--- src/rtl/fifoEntryPkg.sv ---
package fifoEntryPkg;
  typedef struct packed {
    logic init;
    logic load;
    logic shift;
  } entryStrobeT;
endpackage

--- src/rtl/entrySync.sv ---
module entrySync #(
  parameter int WIDTH = 1,
  parameter int STAGES = 2,
  parameter logic [WIDTH-1:0] RESET_VAL = '0
) (
  input  logic             clk,
  input  logic             rstN,
  input  logic [WIDTH-1:0] asyncIn,
  output logic [WIDTH-1:0] syncOut
);
  logic [WIDTH-1:0] stage [STAGES];

  for (genvar s = 0; s < STAGES; s++) begin : g_stage
    always_ff @(posedge clk or negedge rstN) begin
      if (!rstN) stage[s] <= RESET_VAL;
      else if (s == 0) stage[s] <= asyncIn;
      else stage[s] <= stage[(s == 0) ? 0 : s - 1];
    end
  end

  assign syncOut = stage[STAGES-1];
endmodule

--- src/rtl/entryPath.sv ---
module entryPath
  import fifoEntryPkg::*;
#(
  parameter int DATA_W = 4
) (
  input  logic              clk,
  input  logic              rstN,
  input  entryStrobeT       strobe,
  input  logic [DATA_W-1:0] parWord,
  input  logic              serBit,
  output logic              flag,
  output logic [DATA_W-1:0] word
);
  localparam int CHAIN_W = DATA_W + 1;
  localparam logic [CHAIN_W-1:0] EMPTY_PATTERN = CHAIN_W'(1);

  logic [CHAIN_W-1:0] chain;

  always_ff @(posedge clk or negedge rstN) begin
    if (!rstN) chain <= EMPTY_PATTERN;
    else if (strobe.init) chain <= EMPTY_PATTERN;
    else if (strobe.load) chain <= {1'b1, parWord};
    else if (strobe.shift) chain <= {chain[DATA_W-1:0], serBit};
  end

  assign flag = chain[DATA_W];
  assign word = chain[DATA_W-1:0];


  marker_kept_chk: assert property (@(posedge clk) disable iff (!rstN)
    chain != '0);


  full_frozen_chk: assert property (@(posedge clk) disable iff (!rstN)
    (flag && !strobe.init && !strobe.load) |=> $stable(chain));
endmodule

--- src/rtl/entryCtrl.sv ---
module entryCtrl
  import fifoEntryPkg::*;
(
  input  logic        clk,
  input  logic        rstN,
  input  logic        rawSerEnN,
  input  logic        loadS,
  input  logic        serClkS,
  input  logic        serEnNS,
  input  logic        xferNS,
  input  logic        flag,
  input  logic        stackReady,
  output entryStrobeT strobe,
  output logic        stackValid
);
  logic masterLatch;
  logic prevSerClk;
  logic initLatch;
  logic serFall;
  logic xferDone;

  // mode is sampled while reset is held
  always_ff @(posedge clk) begin
    if (!rstN) masterLatch <= ~rawSerEnN;
  end

  always_ff @(posedge clk or negedge rstN) begin
    if (!rstN) prevSerClk <= 1'b0;
    else prevSerClk <= serClkS;
  end

  assign serFall    = prevSerClk & ~serClkS;
  assign stackValid = flag & ~xferNS & ~initLatch;
  assign xferDone   = stackValid & stackReady;

  always_comb begin
    strobe.init  = initLatch & ~loadS & (masterLatch | ~serEnNS);
    strobe.load  = loadS;
    strobe.shift = serFall & ~serEnNS & ~flag & ~loadS;
  end

  always_ff @(posedge clk or negedge rstN) begin
    if (!rstN) initLatch <= 1'b0;
    else if (xferDone) initLatch <= 1'b1;
    else if (strobe.init) initLatch <= 1'b0;
  end

  strobe_excl_chk: assert property (@(posedge clk) disable iff (!rstN)
    $onehot0({strobe.init, strobe.load, strobe.shift}));


  single_entry_chk: assert property (@(posedge clk) disable iff (!rstN)
    (stackValid && stackReady) |=> !stackValid);


  hold_under_load_chk: assert property (@(posedge clk) disable iff (!rstN)
    (initLatch && loadS) |=> initLatch);
endmodule

--- src/rtl/fifoEntryReg.sv ---
module fifoEntryReg
  import fifoEntryPkg::*;
#(
  parameter int DATA_W = 4,
  parameter int SYNC_STAGES = 2
) (
  input  logic              clk,
  input  logic              rstN,
  input  logic              loadPar,
  input  logic [DATA_W-1:0] parData,
  input  logic              serClk,
  input  logic              serEnN,
  input  logic              serData,
  input  logic              xferN,
  input  logic              stackReady,
  output logic              stackValid,
  output logic [DATA_W-1:0] stackData,
  output logic              fullN
);
  localparam int CTL_W = 5;
  localparam logic [CTL_W-1:0] CTL_RESET = 5'b00110;

  logic [CTL_W-1:0] ctlSync;
  logic [DATA_W-1:0] parSync;
  entryStrobeT strobe;
  logic flag;

  entrySync #(.WIDTH(CTL_W), .STAGES(SYNC_STAGES), .RESET_VAL(CTL_RESET)) i_ctlSync (
    .clk(clk), .rstN(rstN),
    .asyncIn({serClk, loadPar, xferN, serEnN, serData}),
    .syncOut(ctlSync)
  );

  entrySync #(.WIDTH(DATA_W), .STAGES(SYNC_STAGES), .RESET_VAL('0)) i_parSync (
    .clk(clk), .rstN(rstN), .asyncIn(parData), .syncOut(parSync)
  );

  entryCtrl i_ctrl (
    .clk(clk), .rstN(rstN), .rawSerEnN(serEnN),
    .loadS(ctlSync[3]), .serClkS(ctlSync[4]), .serEnNS(ctlSync[1]),
    .xferNS(ctlSync[2]), .flag(flag), .stackReady(stackReady),
    .strobe(strobe), .stackValid(stackValid)
  );

  entryPath #(.DATA_W(DATA_W)) i_path (
    .clk(clk), .rstN(rstN), .strobe(strobe), .parWord(parSync),
    .serBit(ctlSync[0]), .flag(flag), .word(stackData)
  );

  assign fullN = ~flag;
endmodule

--- config.mk ---
export PLATFORM = sky130hd
export DESIGN_NAME = fifoEntryReg
export DESIGN_NICKNAME = d
export VERILOG_FILES = /design/src/rtl/fifoEntryPkg.sv /design/src/rtl/entrySync.sv /design/src/rtl/entryPath.sv /design/src/rtl/entryCtrl.sv /design/src/rtl/fifoEntryReg.sv
export SDC_FILE = /design/constraint.sdc
export NUM_CORES = 1
export LEC_CHECK = 0
export ABC_AREA = 1
export BUFFER_PORTS_ARGS = -buffer_cell sky130_fd_sc_hd__buf_2
export CORE_MARGIN = 2
export CORE_UTILIZATION = 35
export DETAILED_ROUTE_END_ITERATION = 16
export MAX_ROUTING_LAYER = met4
export PLACE_DENSITY_LB_ADDON = 0.15
export SYNTH_ARGS = -nofsm -noshare
export SYNTH_HDL_FRONTEND = slang
export SYNTH_SLANG_ARGS = --single-unit
--- constraint.sdc ---
create_clock -name clk -period 2.1 [get_ports clk]
set_input_delay 0.315 -clock clk [delete_from_list [all_inputs] [get_ports clk]]
set_output_delay 0.315 -clock clk [all_outputs]
set_load 0.03 [all_outputs]
==> results.py <==
metrics = {
    "placed_design": {
        "place_worst_setup_slack_ns": 0.948,
        "hpwl_microns": 915,
        "dpl_cell_area_sq_um": 1050,
        "portBuffers": 17,
        "gp_congestion": 0.770,
    },
    "synthesis": {
        "postSynthCellCount": 79,
        "ys.warnings.count": 0,
        "synth_top_area_cell": "dfrtp_1",
        "synth_xor_area_frac": 0,
        "ys_ff_latch": 26,
        "synth_area_sq_um": 933,
        "syn_nets": 91,
        "synth_top_family_by_area": "simple AND/OR/NAND/NOR gates",
        "synth.avg_cell_area_sq_um": 11.8,
        "ys_types": 19,
        "synth-simple-area-share": 0.206,
        "muxShareOfSynthArea": 0,
        "yosysSeqAreaShare": 0.709,
        "synth_area_leaders": "dfrtp_1, dfstp_2, nand2_1, inv_1, edfxtp_1",
        "netlist.area_leader.share": 0.536,
        "synth_compound_area_frac": 0.0228,
        "synth_fa_ha_area_frac": 0,
    },
    "cells_and_area": {
        "final_cell_mix": "dfrtp_1, nand2_1, buf_2, inv_1",
        "fill_cells": 238,
        "nNetsFinal": 114,
        "antenna_cells": 0,
        "stdcell_area_sq_um": 1100,
        "layout_commonest_cell": "dfrtp_1",
        "drive_gt1_frac": 0.366,
        "areaGrowthSynthToFinish_pct": 17.7,
    },
    "sta": {
        "post-route-period-util": 0.716,
        "worst_pin_slew_ns": 0.392,
        "hold_violations": 0,
        "finalCriticalPeriod_ns": 1.50,
        "setup_tns_ns": 0,
        "fmax_mhz": 665,
        "setup_slack_ns": 0.597,
        "relSlewSlack": 0.739,
        "slew_violations": 0,
        "rsz0062_at_grt": "no",
        "skew_ns": 0.000773,
        "whs_ns": 0.0825,
        "setup_viol": 0,
    },
    "floorplan": {
        "fp.dieW_microns": 55.6,
        "core_sq_um": 2500,
        "chipHeight_microns": 55.6,
        "io_pins": 18,
        "die_area_sq_um": 3100,
        "start_util": 0.373,
        "fp-row-count": 18,
    },
    "worst_setup_path": {
        "ff2ff_setup_slack_ns": 1.06,
        "cp-start-kind": "register",
        "regToRegEndpoint": "i_path.chain[3]$_DFFE_PN0P_",
        "worstPathRequired_ns": 1.78,
        "worstPathMaxFanout": 4,
        "arrival_ns": 1.19,
        "critPathCaptureType": "output pin",
        "path_class": "register to output pin",
        "r2r_cells": 5,
        "worst_r2r_startpoint": "i_ctlSync.syncOut[1]$_DFF_PN1_",
    },
    "clocking": {
        "numCtsBuffers": 3,
        "cts.repair.resized": 0,
        "clock_latency_ns": 0.31,
        "clk_pin_slew_worst_paths_ns": 0.13,
        "cts_buffer_depth": 2,
        "cts_sinks": 26,
        "h-tree-depth": 1,
        "cts_tree": "done",
        "cts_root_buf": "clkbuf_4",
    },
    "job": {
        "maxCapViolations": 0,
    },
    "drt": {
        "avgViaCountPerCell": 4.40,
        "wl_per_cell_microns": 9.70,
        "routed_wl_microns": 1270,
        "drtPass1Iterations": 4,
        "drt_iter0_drc": 7,
        "drc": 0,
        "vias": 577,
        "postRouteAntennaNets": 0,
    },
    "grt": {
        "grt_pass1_wl_microns": 2210,
        "antenna_found_initial": 0,
        "grt_max_degree": 26,
        "grt_pass1_vias": 540,
        "grt_util_all_layers": 0.0996,
        "grt_remaining_overflow": 0,
    },
    "min_path": {
        "min_path_cells": 1,
        "worstHoldStart": "xferN",
        "whs_endpoint": "i_ctlSync.stage[7]$_DFF_PN1_",
        "hp-class": "primary input to register",
    },
    "power_and_ir_drop": {
        "p_per_area_nw_per_um2": 985,
        "ir_drop_v": 0.000517,
        "leakagePower_uw": 0.000556,
        "power_uw": 1080,
    },
    "run_status": {
        "status": "finished, final reports clean",
    },
}
-- sequential cells by signal (all words and copies together), names as in the netlist --
signal	cells
i_ctlSync.stage	5
i_ctlSync.syncOut	5
i_path.chain	5
i_parSync.stage	4
i_parSync.syncOut	4
i_ctrl.initLatch	1
i_ctrl.masterLatch	1
i_ctrl.prevSerClk	1
-- cell type report --
class | instances | area, sq um | area share
clock buffers | 4 | 36.3 | 0.0330
inverters | 11 | 46.3 | 0.0421
multi-input cells | 41 | 214 | 0.195
flip-flops and latches | 26 | 662 | 0.603
well taps | 30 | 37.5 | 0.0342
repair buffers | 19 | 103 | 0.0934
-- metrics by stage --
step                      utilization  std cells
after global routing            0.439        131
after global placement          0.421        126
after CTS                       0.439        131
final                           0.439        131
after detailed placement        0.421        126
after floorplan                     -         79
-- worst max-delay path by stage --
stage	start	endpoint	slack, ns
finish	i_ctrl.initLatch$_DFFE_PN0P_	stackValid	0.60
global route	i_ctrl.initLatch$_DFFE_PN0P_	stackValid	0.53
CTS	i_ctrl.initLatch$_DFFE_PN0P_	stackValid	0.57
detailed placement	i_ctrl.initLatch$_DFFE_PN0P_	stackValid	0.95
global placement	i_ctrl.initLatch$_DFFE_PN0P_	stackValid	0.95
floorplan	i_ctrl.initLatch$_DFFE_PN0P_	stackValid	0.88
-- cell families after synthesis --
family / count (synthesis)
AND/OR/NAND/NOR: 38
flip-flops: 26
AO/OA/AOI/OAI: 3
buffers and inverters: 12
-- cells in the mapped netlist --
library cell  instances
dfstp_2               5
a21boi_2              1
nand3_1               5
edfxtp_1              1
inv_1                 9
inv_6                 1
dfrtp_1              20
nand4_1               3
nand2_1              18
buf_6                 1
o21ai_1               1
inv_2                 1
o21ai_0               1
nor2_2                1
nor2_1                5
nand3_2               1
nand3_4               1
nand2_2               3
nor3_2                1
-- routing by layer --
layer / up-vias / share of wire / track usage
li1: 290 / - / -
met1: 266 / 0.42 / 0.103
met2: 17 / 0.49 / 0.155
met3: 4 / 0.049 / 0.0302
met4: 0 / 0.040 / 0.0836
met5: - / 0 / -
-- power breakdown --
part | switching (uW) | internal [uW] | total, uW
Combinational | 152 | 77.5 | 230
Sequential | 44.8 | 565 | 610
Clock | 137 | 106 | 243
-- worst max-delay path: stages, from the launching register on --
cell	delay [ns]
dfrtp_1	0.46
nor3_2	0.19
buf_2	0.22
-- timing repair --
action / in CTS / in global routing
hold endpoints to repair: 20 / 0
hold buffers: 1 / 0
buffers inserted: 0 / 0
setup endpoints to repair: 0 / 0
Power figures use the tool's default switching activity.
